### config.mk
export PLATFORM = sky130hd
export DESIGN_NAME = cvt_bus_ctrl
export DESIGN_NICKNAME = d
export VERILOG_FILES = /design/src/rtl/cvt_pkg.sv /design/src/rtl/cvt_cmd_decode.sv /design/src/rtl/cvt_out_fmt.sv /design/src/rtl/cvt_bus_ctrl.sv
export SDC_FILE = /design/constraint.sdc
export NUM_CORES = 1
export LEC_CHECK = 0
export ABC_AREA = 1
export BUFFER_PORTS_ARGS = -buffer_cell sky130_fd_sc_hd__clkbuf_2
export CAP_MARGIN = 20
export CORE_MARGIN = 2
export CORE_UTILIZATION = 41
export CTS_CLUSTER_SIZE = 12
export DETAILED_ROUTE_END_ITERATION = 16
export HOLD_SLACK_MARGIN = 0.1
export PLACE_DENSITY = 0.83
export SLEW_MARGIN = 0
export SYNTH_ARGS = -nofsm -noshare
export SYNTH_HDL_FRONTEND = slang
export SYNTH_SLANG_ARGS = --single-unit
### constraint.sdc
create_clock -name clk_i -period 1.2 [get_ports clk_i]
set_input_delay 0.06 -clock clk_i [delete_from_list [all_inputs] [get_ports clk_i]]
set_output_delay 0.06 -clock clk_i [all_outputs]
set_load 0.05 [all_outputs]
### src/rtl/cvt_pkg.sv
package cvt_pkg;
  typedef enum logic [1:0] {
    RD_OFF  = 2'd0,
    RD_WORD = 2'd1,
    RD_HI   = 2'd2,
    RD_LO   = 2'd3
  } rd_fmt_e;
endpackage

### src/rtl/cvt_cmd_decode.sv
module cvt_cmd_decode
  import cvt_pkg::*;
(
  input  logic    clk_i,
  input  logic    rst_ni,
  input  logic    ce_i,
  input  logic    cs_ni,
  input  logic    rd_cvt_i,
  input  logic    wide_i,
  input  logic    addr_i,
  input  logic    busy_i,
  output logic    start_o,
  output logic    short_o,
  output logic    sts_o,
  output rd_fmt_e fmt_o
);
  logic sel, sel_q, start_d, start_q, short_q;

  assign sel = ce_i & ~cs_ni;
  // start only on the selection edge with convert already requested
  assign start_d = sel & ~sel_q & ~rd_cvt_i & ~busy_i;

  always_ff @(posedge clk_i or negedge rst_ni) begin
    if (!rst_ni) begin
      sel_q   <= 1'b0;
      start_q <= 1'b0;
      short_q <= 1'b0;
    end else begin
      sel_q   <= sel;
      start_q <= start_d;
      if (start_d) short_q <= addr_i;
    end
  end

  assign start_o = start_q;
  assign short_o = short_q;
  assign sts_o   = busy_i | start_q;

  always_comb begin
    fmt_o = RD_OFF;
    if (sel && rd_cvt_i && !sts_o) begin
      if (wide_i)      fmt_o = RD_WORD;
      else if (addr_i) fmt_o = RD_LO;
      else             fmt_o = RD_HI;
    end
  end

  AST_IDLE_NO_START: assert property (@(posedge clk_i) disable iff (!rst_ni)
    !(ce_i && !cs_ni) |=> !start_o);
  AST_ONE_PULSE: assert property (@(posedge clk_i) disable iff (!rst_ni)
    start_o |=> !start_o);
  AST_LEN_CAPTURE: assert property (@(posedge clk_i) disable iff (!rst_ni)
    start_o |-> short_o == $past(addr_i));
  AST_BUSY_NO_START: assert property (@(posedge clk_i) disable iff (!rst_ni)
    busy_i |=> !start_o);
  AST_BUSY_NO_READ: assert property (@(posedge clk_i) disable iff (!rst_ni)
    busy_i |-> fmt_o == RD_OFF);
endmodule

### src/rtl/cvt_out_fmt.sv
module cvt_out_fmt
  import cvt_pkg::*;
#(
  parameter int NIB_W   = 4,
  parameter int NIBBLES = 3,
  localparam int DATA_W    = NIB_W * NIBBLES,
  localparam int BYTE_NIBS = 2,
  localparam int BYTE_W    = NIB_W * BYTE_NIBS,
  localparam int LO_W      = DATA_W - BYTE_W
) (
  input  logic              clk_i,
  input  logic              rst_ni,
  input  rd_fmt_e           fmt_i,
  input  logic [DATA_W-1:0] result_i,
  output logic [DATA_W-1:0] data_o,
  output logic [NIBBLES-1:0] oe_o
);
  logic [DATA_W-1:0]  word;
  logic [DATA_W-1:0]  data_d;
  logic [NIBBLES-1:0] oe_d;

  // low byte: LSBs left-justified, trailing zeros
  always_comb begin
    case (fmt_i)
      RD_LO:   word = result_i << BYTE_W;
      default: word = result_i;
    endcase
  end

  for (genvar n = 0; n < NIBBLES; n++) begin : g_nib
    localparam bit IN_BYTE = (n >= NIBBLES - BYTE_NIBS);
    assign oe_d[n] = (fmt_i == RD_WORD) ||
                     (IN_BYTE && (fmt_i == RD_HI || fmt_i == RD_LO));
    assign data_d[n*NIB_W +: NIB_W] = oe_d[n] ? word[n*NIB_W +: NIB_W] : '0;
  end

  always_ff @(posedge clk_i or negedge rst_ni) begin
    if (!rst_ni) begin
      data_o <= '0;
      oe_o   <= '0;
    end else begin
      data_o <= data_d;
      oe_o   <= oe_d;
    end
  end

  AST_WORD_ALL: assert property (@(posedge clk_i) disable iff (!rst_ni)
    fmt_i == RD_WORD |=> (oe_o == '1) && (data_o == $past(result_i)));
  AST_LO_PAD: assert property (@(posedge clk_i) disable iff (!rst_ni)
    fmt_i == RD_LO |=> data_o[DATA_W-LO_W-1:0] == '0);
  AST_OFF_QUIET: assert property (@(posedge clk_i) disable iff (!rst_ni)
    fmt_i == RD_OFF |=> (oe_o == '0) && (data_o == '0));
endmodule

### src/rtl/cvt_bus_ctrl.sv
module cvt_bus_ctrl
  import cvt_pkg::*;
#(
  parameter int NIB_W   = 4,
  parameter int NIBBLES = 3,
  localparam int DATA_W = NIB_W * NIBBLES
) (
  input  logic               clk_i,
  input  logic               rst_ni,
  input  logic               ce_i,
  input  logic               cs_ni,
  input  logic               rd_cvt_i,
  input  logic               wide_i,
  input  logic               addr_i,
  input  logic               busy_i,
  input  logic [DATA_W-1:0]  result_i,
  output logic               start_o,
  output logic               short_o,
  output logic               sts_o,
  output logic [DATA_W-1:0]  data_o,
  output logic [NIBBLES-1:0] data_oe_o
);
  rd_fmt_e fmt;

  cvt_cmd_decode i_dec (
    .clk_i    (clk_i),
    .rst_ni   (rst_ni),
    .ce_i     (ce_i),
    .cs_ni    (cs_ni),
    .rd_cvt_i (rd_cvt_i),
    .wide_i   (wide_i),
    .addr_i   (addr_i),
    .busy_i   (busy_i),
    .start_o  (start_o),
    .short_o  (short_o),
    .sts_o    (sts_o),
    .fmt_o    (fmt)
  );

  cvt_out_fmt #(.NIB_W(NIB_W), .NIBBLES(NIBBLES)) i_fmt (
    .clk_i    (clk_i),
    .rst_ni   (rst_ni),
    .fmt_i    (fmt),
    .result_i (result_i),
    .data_o   (data_o),
    .oe_o     (data_oe_o)
  );

  AST_STS_BLOCKS_OE: assert property (@(posedge clk_i) disable iff (!rst_ni)
    sts_o |=> data_oe_o == '0);
endmodule

# [Word-level counts from Yosys, hierarchy flattened]
# Index checks and enable logic that the tools add are counted.
[op_classes] eq_ne=3 mux=7 bitwise=9 reduce_logical=5
[op_table] op="$mux 12" n=1
[op_table] op="$mux 4" n=3
[op_table] op="$and 1x1->1" n=4
[op_table] op="$eq 2x2->1 const B" n=2
[op_table] op="$mux 2" n=2
[op_table] op="$not 1->1" n=4
[op_table] op="$eq 2x1->1 const B" n=1
[op_table] op="$logic_and 1x1->1" n=2
[op_table] op="$logic_or 1x1->1" n=2
[op_table] op="$logic_not 1->1" n=1
[op_table] op="$mux 1" n=1
[op_table] op="$or 1x1->1" n=1
[totals] reg_bits=17 inputBits=20 out_inout_bits=18 wordCells=29

# [Depth between registers and ports, before layout]
# Gate-level depths: netlist of the first run.
[depth] depth_word=9 depth_mapped=6 ltp_nobuf=6

# [Cells and area by module]
# A second synthesis of the first run with hierarchy kept.
[unflattened] cells_unflattened=76 hier_area_um2=696.9
[by_module_without_submodules] module="cvt_out_fmt" instances=1 cells_each=59 area_per_inst_um2=540.5 seq_area_each_um2=350.3
[by_module_without_submodules] module="cvt_cmd_decode" instances=1 cells_each=17 area_per_inst_um2=156.4 seq_area_each_um2=75.1

# [Least setup slack after synthesis of the first run]
# OpenSTA, ideal clock, no wires.
[synth_timing] path_type="register to register" from="register i_dec.start_q, in the netlist i_dec.start_o" to="register i_fmt.data_o[4]" setup_ns=0.071 arrival_ns=1.065 required_ns=1.129 path_slack_ns=0.064 stages_incl_launch_ff=6 path_buffers=0 period_less_slack_ns=1.136 path_cell_list="dfrtp_1 nor2_4 nand2_2 nor2_4 inv_2 nor2_1"
[synth_between] elab_chain_len=8 word_cells_on_any_way=11 cone_classes="eq/ne (3); mux (3); bitwise (1); reduce/logical (4)"
[synth_rtl] item="from (decl)" line="cvt_cmd_decode.sv:17" rtl="logic sel, sel_q, start_d, start_q, short_q;"
[synth_rtl] item="from (signal assigned)" line="cvt_cmd_decode.sv:30" rtl="start_q <= start_d;"
[synth_rtl] item="$or 1x1->1 (*)" line="cvt_cmd_decode.sv:37" rtl="assign sts_o = busy_i | start_q;"
[synth_rtl] item="$logic_not 1->1 (*)" line="cvt_cmd_decode.sv:41" rtl="if (sel && rd_cvt_i && !sts_o) begin"
[synth_rtl] item="$logic_and 1x1->1 (*)" line="cvt_cmd_decode.sv:41"
[synth_rtl] item="$mux 2 (*)" line="cvt_cmd_decode.sv:41"
[synth_rtl] item="$eq 2x2->1" line="cvt_out_fmt.sv:33" rtl="(IN_BYTE && (fmt_i == RD_HI || fmt_i == RD_LO));"
[synth_rtl] item="$logic_or 1x1->1" line="cvt_out_fmt.sv:33"
[synth_rtl] item="$logic_or 1x1->1 (*)" line="cvt_out_fmt.sv:32" rtl="assign oe_d[n] = (fmt_i == RD_WORD) ||"
[synth_rtl] item="via i_fmt.oe_d[1]" line="cvt_out_fmt.sv:20" rtl="logic [NIBBLES-1:0] oe_d;"
[synth_rtl] item="$mux 4 (*)" line="cvt_out_fmt.sv:34" rtl="assign data_d[n*NIB_W +: NIB_W] = oe_d[n] ? word[n*NIB_W +: NIB_W] : '0;"
[synth_rtl] item="via i_fmt.data_d[4]" line="cvt_out_fmt.sv:19" rtl="logic [DATA_W-1:0] data_d;"
[synth_rtl] item="to (signal assigned)" line="cvt_out_fmt.sv:42" rtl="data_o <= data_d;"
[synth_rtl] item="to (decl)" line="cvt_out_fmt.sv:15" rtl="output logic [DATA_W-1:0] data_o,"
# Mark *: on every way through the listed nets, which the timed path passes. The rest lies on a longest branch.
# A chain may end at the register's enable or synchronous reset.

# [Worst setup path after layout of the first run]
[layout_timing] from="input port cs_ni" to="register i_dec.sel_q"
[layout_between] elab_chain_len=2
[layout_rtl] item="from (decl)" line="cvt_bus_ctrl.sv:11" rtl="input logic cs_ni,"
[layout_rtl] item="$not 1->1" line="cvt_cmd_decode.sv:19" rtl="assign sel = ce_i & ~cs_ni;"
[layout_rtl] item="$and 1x1->1" line="cvt_cmd_decode.sv:19"
[layout_rtl] item="via i_dec.sel" line="cvt_cmd_decode.sv:17"
[layout_rtl] item="to (signal assigned)" line="cvt_cmd_decode.sv:29" rtl="sel_q <= sel;"
[layout_rtl] item="to (decl)" line="cvt_cmd_decode.sv:17"
# The timed path passes the listed nets, and every way through them passes these cells.

==> insert_results.sql, run 1 <==
INSERT INTO impl_metrics (metric_group, metric, value, unit) VALUES
('placement', 'place_inst', '128', ''),
('timing', 'fin_crit', '1.16', 'ns'),
('floorplan', 'die_h', '44.8', 'um'),
('layout', 'most-common-layout-cells', 'clkbuf_2 (36), nand2_1 (24), dlygate4sd3_1 (18), dfrtp_1 (17), inv_1 (16)', ''),
('clock_tree', 'clock_tree.root_cell', 'clkbuf_4', ''),
('route', 'post_drt_via_cell_ratio', '4.48', ''),
('timing', 'worst-slew-pin-transition', '0.407', 'ns'),
('timing', 'clock.fmax', '859', 'MHz'),
('critical_path', 'timing.rr.start', 'i_dec.start_o', ''),
('synthesis', 'yosysUniqueCellTypes', '10', ''),
('timing', 'timing.max_slew.rel_slack', '72.9', '%'),
('layout', 'diodes', '0', ''),
('synthesis', 'synth.mux.area_fraction', '0', '%'),
('placement', 'place.port_buffers', '37', ''),
('timing', 'finalClockSkew', '0.00348', 'ns'),
('clock_tree', 'worst_setup_hold_path_clk_slew', '0.09', 'ns'),
('floorplan', 'std_cell_rows', '14', ''),
('route', 'drtAntennaViolNets', '0', ''),
('route', 'totalWireLength', '1.78', 'mm'),
('timing', 'final_hold_viol_count', '0', ''),
('critical_path', 'crit_path_launch', 'cs_ni', ''),
('synthesis', 'netlist_area', '682', 'sq um'),
('route', 'route.vias.total', '672', ''),
('flow_run', 'maxCapViolCount', '0', ''),
('timing', 'rsz0062_at_grt', 'false', ''),
('clock_tree', 'clk_path_buf_depth', '2', ''),
('clock_tree', 'clock_tree_from_tritoncts', 'yes', ''),
('critical_path', 'path_class', 'input port to flip-flop', ''),
('clock_tree', 'clk-insertion-delay-late', '0.29', 'ns'),
('layout', 'syn2layout_area_growth', '59.3', '%'),
('synthesis', 'synthesis.instances', '76', ''),
('critical_path', 'end_kind', 'flip-flop', ''),
('placement', 'hpwl', '1.09', 'mm'),
('grt', 'grt_remaining_overflow', '0', ''),
('grt', 'globalRouteTotalUtil', '21.0', '%'),
('synthesis', 'synth-seq-cells', '17', ''),
('critical_path', 'worstPathMaxFanout', '4', ''),
('floorplan', 'floorplan.die_area', '2010', 'sq um'),
('placement', 'gp_routability_congestion', '0.794', ''),
('critical_path', 'setup.worst_path.start_class', 'input port', ''),
('clock_tree', 'tritoncts_num_sinks', '17', ''),
('power', 'leakage', '0.693', 'nW'),
('synthesis', 'ys_seq_area_share', '62.4', '%'),
('route', 'drt-wirelength-per-cell', '11.9', 'um'),
('outcome', 'status', 'finished clean', ''),
('synthesis', 'area_fraction_in_compound_gates_after_synthesis', '0', '%'),
('clock_tree', 'cts_buffers', '3', ''),
('worst_hold_path', 'timing.hold.worst.class', 'input port to flip-flop', ''),
('route', 'drc_errors', '0', ''),
('timing', 'final_cycle_share', '97.0', '%'),
('critical_path', 'critPathArrivalTime', '1.39', 'ns'),
('timing', 'slew_violations', '0', ''),
('floorplan', 'core_area', '1540', 'sq um'),
('route', 'dr.pass1.iters', '4', ''),
('grt', 'grt_max_degree', '18', ''),
('floorplan', 'chipWidth', '44.8', 'um'),
('route', 'drt_iter0_markers', '9', ''),
('layout', 'nNetsFinal', '155', ''),
('worst_hold_path', 'whs_path_depth', '4', ''),
('synthesis', 'synth_xor_area_share', '0', '%'),
('synthesis', 'postSynthNetCount', '96', ''),
('timing', 'setup_viol', '0', ''),
('grt', 'antenna_found_initial', '0', ''),
('timing', 'setup_total_negative_slack', '0', 'ns'),
('layout', 'layout.cells.most_common', 'clkbuf_2', ''),
('grt', 'via_count_of_the_first_global_routing_pass', '679', ''),
('synthesis', 'synthesis.area_per_instance', '8.97', 'sq um'),
('synthesis', 'largest_family_of_logic_cells_by_synthesized_area', 'simple AND/OR/NAND/NOR gates', ''),
('layout', 'drive_above_1_share', '33.6', '%'),
('synthesis', 'synth_adder_area_share', '0', '%'),
('synthesis', 'synth-simple-area-share', '27.2', '%'),
('critical_path', 'worst_r2r_path_depth', '5', ''),
('grt', 'grt_pass1_wl', '2.86', 'mm'),
('critical_path', 'worst-endpoint-required', '1.43', 'ns'),
('layout', 'fillers', '120', ''),
('power', 'power.density', '1040', 'nW/um^2'),
('worst_hold_path', 'hold_path_startpoint', 'busy_i', ''),
('synthesis', 'ys.warnings.count', '0', ''),
('floorplan', 'top_level_ports', '38', ''),
('clock_tree', 'htreeDepth', '1', ''),
('floorplan', 'initial_core_util', '44.2', '%'),
('layout', 'layout.cells.non_filler', '150', ''),
('power', 'maximum_vdd_drop', '572', 'uV');
==> path summary, 6_finish.rpt <==
path | slack (ns) | end
worst max-delay path | 0.04 | i_dec.sel_q
worst min register to register | 0.48 | i_dec.short_o
worst max register to register | 0.23 | i_fmt.data_o[5]
min in group asynchronous | 0.22 | i_fmt.data_o[10]
worst min-delay path | 0.11 | i_fmt.oe_o[1]
max in group asynchronous | 0.69 | i_fmt.oe_o[0]
==> where the power goes <==
part | switching, W | leakage [nW] | internal [W]
Sequential | 0.00000674 | 0.234 | 0.000588
Combinational | 0.000144 | 0.444 | 0.0000915
Clock | 0.000166 | 0.0150 | 0.000129
==> layout make-up <==
cell class | instances | area, sq um | area share (%)
clock buffers | 4 | 26.3 | 2.42
inverters | 17 | 63.8 | 5.88
multi-input cells | 41 | 185 | 17.1
flip-flops and latches | 17 | 425 | 39.2
well taps | 16 | 20.0 | 1.84
repair buffers | 55 | 365 | 33.6
==> Yosys cell counts <==
library cell / n / area (sq um)
nor2_1: 10 / 37.5
nand3_1: 1 / 5.00
nor2_4: 3 / 33.8
dfrtp_1: 17 / 425
inv_2: 1 / 3.75
nand2_1: 24 / 90.1
buf_4: 1 / 7.51
nand4_1: 2 / 12.5
inv_1: 16 / 60.1
nand2_2: 1 / 6.26
==> logic make-up after synthesis <==
kind of cell,count (synthesis)
buf+inv,18
flops,17
simple gates,41
==> repair_timing <==
item | in CTS | in global routing
gates resized for setup | 0 | 1
hold buffers | 18 | 0
hold endpoints to repair | 33 | 0
setup endpoints to repair | 0 | 2
setup buffers | 0 | 0
==> flip-flops by register name, indices dropped and copies added, names as in the netlist <==
register / cells
i_dec.short_o: 1
i_fmt.oe_o: 2
i_dec.sel_q: 1
i_fmt.data_o: 12
i_dec.start_o: 1
==> per-stage QoR <==
step	utilization, %	instance area (sq um)	hold WS, ns	worst slack (ns)	total power [W]
floorplan	-	682	-0.236	0.0642	0.000719
finish	70.5	1090	0.107	0.0361	0.00113
detailed placement	57.1	880	0.00516	0.244	0.000792
CTS	70.5	1090	0.0991	0.0286	0.00113
global placement	57.1	880	0.00208	0.297	0.000790
global route	70.5	1090	0.114	0.00836	0.00119
==> per-layer routing <==
metal	GRT usage (%)	wire length (um)	vias up
met4	12.4	36	0
met2	40.0	1000	29
met3	3.60	95	4
li1	-	-	334
met1	20.9	647	305
met5	0	0	-
==> worst max-delay path, stage by stage <==
cell           delay [ns]
dlygate4sd3_1        0.54
clkbuf_2             0.13
nor2_4               0.11
dlygate4sd3_1        0.55
Power figures use the tool's default switching activity.
==> run 2, diff against run 1 <==
--- a/config.mk
+++ b/config.mk
@@ -9,7 +9,7 @@
 export BUFFER_PORTS_ARGS = -buffer_cell sky130_fd_sc_hd__clkbuf_2
 export CAP_MARGIN = 20
 export CORE_MARGIN = 2
-export CORE_UTILIZATION = 41
+export CORE_UTILIZATION = 45
 export CTS_CLUSTER_SIZE = 12
 export DETAILED_ROUTE_END_ITERATION = 16
 export HOLD_SLACK_MARGIN = 0.1
==> constraint.sdc (replaced) <==
create_clock -name clk_i -period 1.4 [get_ports clk_i]
set_input_delay 0.07 -clock clk_i [delete_from_list [all_inputs] [get_ports clk_i]]
set_output_delay 0.07 -clock clk_i [all_outputs]
set_load 0.05 [all_outputs]
==> insert_results.sql, run 2 (synthesized netlist as in run 1, its figures left out) <==
INSERT INTO impl_metrics (metric_group, metric, value, unit) VALUES
('placement', 'place.port_buffers', '37', ''),
('layout', 'utilization', '78.0', '%'),
('power', 'share_comb_of_total_power', '21.9', '%'),
('layout', 'layout.cells.most_common', 'clkbuf_2', ''),
('timing', 'final_setup_slack_of_the_worst_path', '0.121', 'ns'),
('layout', 'most-common-layout-cells', 'clkbuf_2 (37), nand2_1 (24), dlygate4sd3_1 (19), dfrtp_1 (17), inv_1 (16)', ''),
('power', 'power.share.sequential', '52.5', '%'),
('power', 'sw_frac_of_total', '27.8', '%'),
('route', 'drc_errors', '0', ''),
('layout', 'diodes', '0', ''),
('critical_path', 'timing.critical_path.slowest_stage_cell', 'dlygate4sd3_1', ''),
('placement', 'gp_routability_congestion', '0.778', ''),
('timing', 'setup_total_negative_slack', '0', 'ns'),
('route', 'totalWireLength', '1.83', 'mm'),
('timing', 'fin_crit', '1.28', 'ns'),
('clock_tree', 'clock_tree_from_tritoncts', 'yes', ''),
('critical_path', 'worstPathMaxFanout', '2', ''),
('route', 'drt-wirelength-per-cell', '11.8', 'um'),
('timing', 'setup_viol', '0', ''),
('grt', 'grt_max_degree', '18', ''),
('grt', 'globalRouteTotalUtil', '21.0', '%'),
('clock_tree', 'worst_setup_hold_path_clk_slew', '0.09', 'ns'),
('grt', 'grt_pass1_wl', '2.81', 'mm'),
('layout', 'final_area', '1130', 'sq um'),
('clock_tree', 'cts_buffers', '3', ''),
('outcome', 'status', 'finished clean', ''),
('layout', 'largest_register_ff_count', '12', ''),
('critical_path', 'end_kind', 'primary output', ''),
('worst_hold_path', 'timing.hold.worst.class', 'input port to flip-flop', ''),
('route', 'route.vias.total', '717', ''),
('floorplan', 'initial_core_util', '46.9', '%'),
('floorplan', 'top_level_ports', '38', ''),
('clock_tree', 'tritoncts_num_sinks', '17', ''),
('floorplan', 'core_area', '1450', 'sq um'),
('power', 'power.density', '857', 'nW/um^2'),
('critical_path', 'critPathTopFamily', 'buffers and inverters', ''),
('timing', 'worst-slew-pin-transition', '0.403', 'ns'),
('power', 'p_int', '0.000701', 'W'),
('critical_path', 'path_cells', 'dlygate4sd3_1 -> clkbuf_2 -> nor2_4 -> buf_4 -> inv_1 -> clkbuf_2', ''),
('critical_path', 'worst-endpoint-required', '1.33', 'ns'),
('critical_path', 'regToRegSetupSlack', '0.21', 'ns'),
('clock_tree', 'clk_path_buf_depth', '2', ''),
('grt', 'antenna_found_initial', '0', ''),
('grt', 'via_count_of_the_first_global_routing_pass', '698', ''),
('layout', 'largest-register', 'i_fmt.data_o', ''),
('critical_path', 'cp.buffers_inverters', '5', ''),
('route', 'post_drt_via_cell_ratio', '4.60', ''),
('timing', 'final_cycle_share', '91.4', '%'),
('clock_tree', 'post_cts_resize_count', '0', ''),
('route', 'drtAntennaViolNets', '0', ''),
('critical_path', 'critPathArrivalTime', '1.21', 'ns'),
('critical_path', 'timing.critical_path.slowest_cell_delay', '0.52', 'ns'),
('layout', 'syn2layout_area_growth', '66.2', '%'),
('critical_path', 'path_class', 'input port to primary output', ''),
('power', 'p_clk_share', '25.6', '%'),
('timing', 'rsz0062_at_grt', 'false', ''),
('clock_tree', 'clk-insertion-delay-late', '0.28', 'ns'),
('timing', 'timing.max_slew.rel_slack', '73.1', '%'),
('grt', 'grt_remaining_overflow', '0', ''),
('placement', 'dpl_worst_slack', '0.453', 'ns'),
('critical_path', 'setup.worst_path.start_class', 'input port', ''),
('timing', 'slew_violations', '0', ''),
('placement', 'hpwl', '1.05', 'mm'),
('placement', 'placedInstanceArea', '880', 'sq um'),
('floorplan', 'floorplan.die_area', '1840', 'sq um'),
('floorplan', 'std_cell_rows', '14', ''),
('timing', 'clock.fmax', '782', 'MHz'),
('power', 'maximum_vdd_drop', '504', 'uV'),
('clock_tree', 'htreeDepth', '1', ''),
('layout', 'reg.largest.list', 'i_fmt.data_o (12), i_fmt.oe_o (2)', ''),
('layout', 'nNetsFinal', '161', ''),
('route', 'dr.pass1.iters', '4', ''),
('timing', 'finalClockSkew', '0.00115', 'ns'),
('power', 'leakage', '0.724', 'nW'),
('floorplan', 'chipWidth', '42.9', 'um'),
('floorplan', 'die_h', '42.9', 'um'),
('route', 'drt_iter0_markers', '14', ''),
('layout', 'drive_above_1_share', '35.7', '%'),
('flow_run', 'maxCapViolCount', '0', ''),
('clock_tree', 'clock_tree.root_cell', 'clkbuf_4', ''),
('power', 'switchingPower', '0.000271', 'W'),
('critical_path', 'timing.critical_path.mode_cell', 'clkbuf_2', ''),
('timing', 'final_hold_viol_count', '0', '');
-- run 2: power groups by stage --
stage	Sequential, W	Combinational, W	Clock [W]
2_1_floorplan	0.000564	0.0000520	0
3_3_place_gp	0.000520	0.000157	0
3_5_place_dp	0.000520	0.000158	0
4_1_cts	0.000510	0.000197	0.000254
5_1_grt	0.000512	0.000228	0.000278
6_report	0.000510	0.000213	0.000249
-- run 2: final timing paths --
check | startpoint | end | cells after the start
worst max-delay path | busy_i | sts_o | 6
worst min-delay path | wide_i | i_fmt.data_o[1] | 3
worst max register to register | i_dec.start_o | i_fmt.data_o[3] | 5
worst min register to register | i_dec.short_o | i_dec.short_o | 2
max in group asynchronous | rst_ni | i_fmt.data_o[7] | 2
min in group asynchronous | rst_ni | i_fmt.data_o[9] | 2
-- run 2: worst register-to-register path, delay by kind of cell (launching register included) --
kind,cells,cell delay [ns]
buffers and inverters,2,0.22
DFF,1,0.42
and+or+nand+nor,3,0.48
-- run 2: repair_timing --
action	CTS	global route
buffers inserted	0	5
hold buffers	18	2
endpoints found under the setup margin	0	1
endpoints found under the hold margin	32	1
-- run 2: metal layers --
layer  up-vias  track usage (%)  part of all wire (%)
met5         -                0                     0
met4         0             7.50                   1.7
met3         4             4.26                   5.7
met2        32             39.7                    55
met1       334             22.6                    38
li1        347                -                     -
-- run 2: final cells by class --
class                           instances  area (sq um)
Clock buffer                            4          26.3
Fill cell                             102           320
Inverter                               17          63.8
Multi-Input combinational cell         41           185
Sequential cell                        17           425
Tap cell                               16          20.0
Timing Repair Buffer                   61           413
-- run 2: metrics by stage --
step	total power, W	hold WS [ns]	std cells
after floorplan	0.000616	-0.226	76
final	0.000972	0.185	156
after global placement	0.000676	0.00813	128
after CTS	0.000962	0.126	150
after global routing	0.00102	0.210	156
after detailed placement	0.000678	0.0134	128
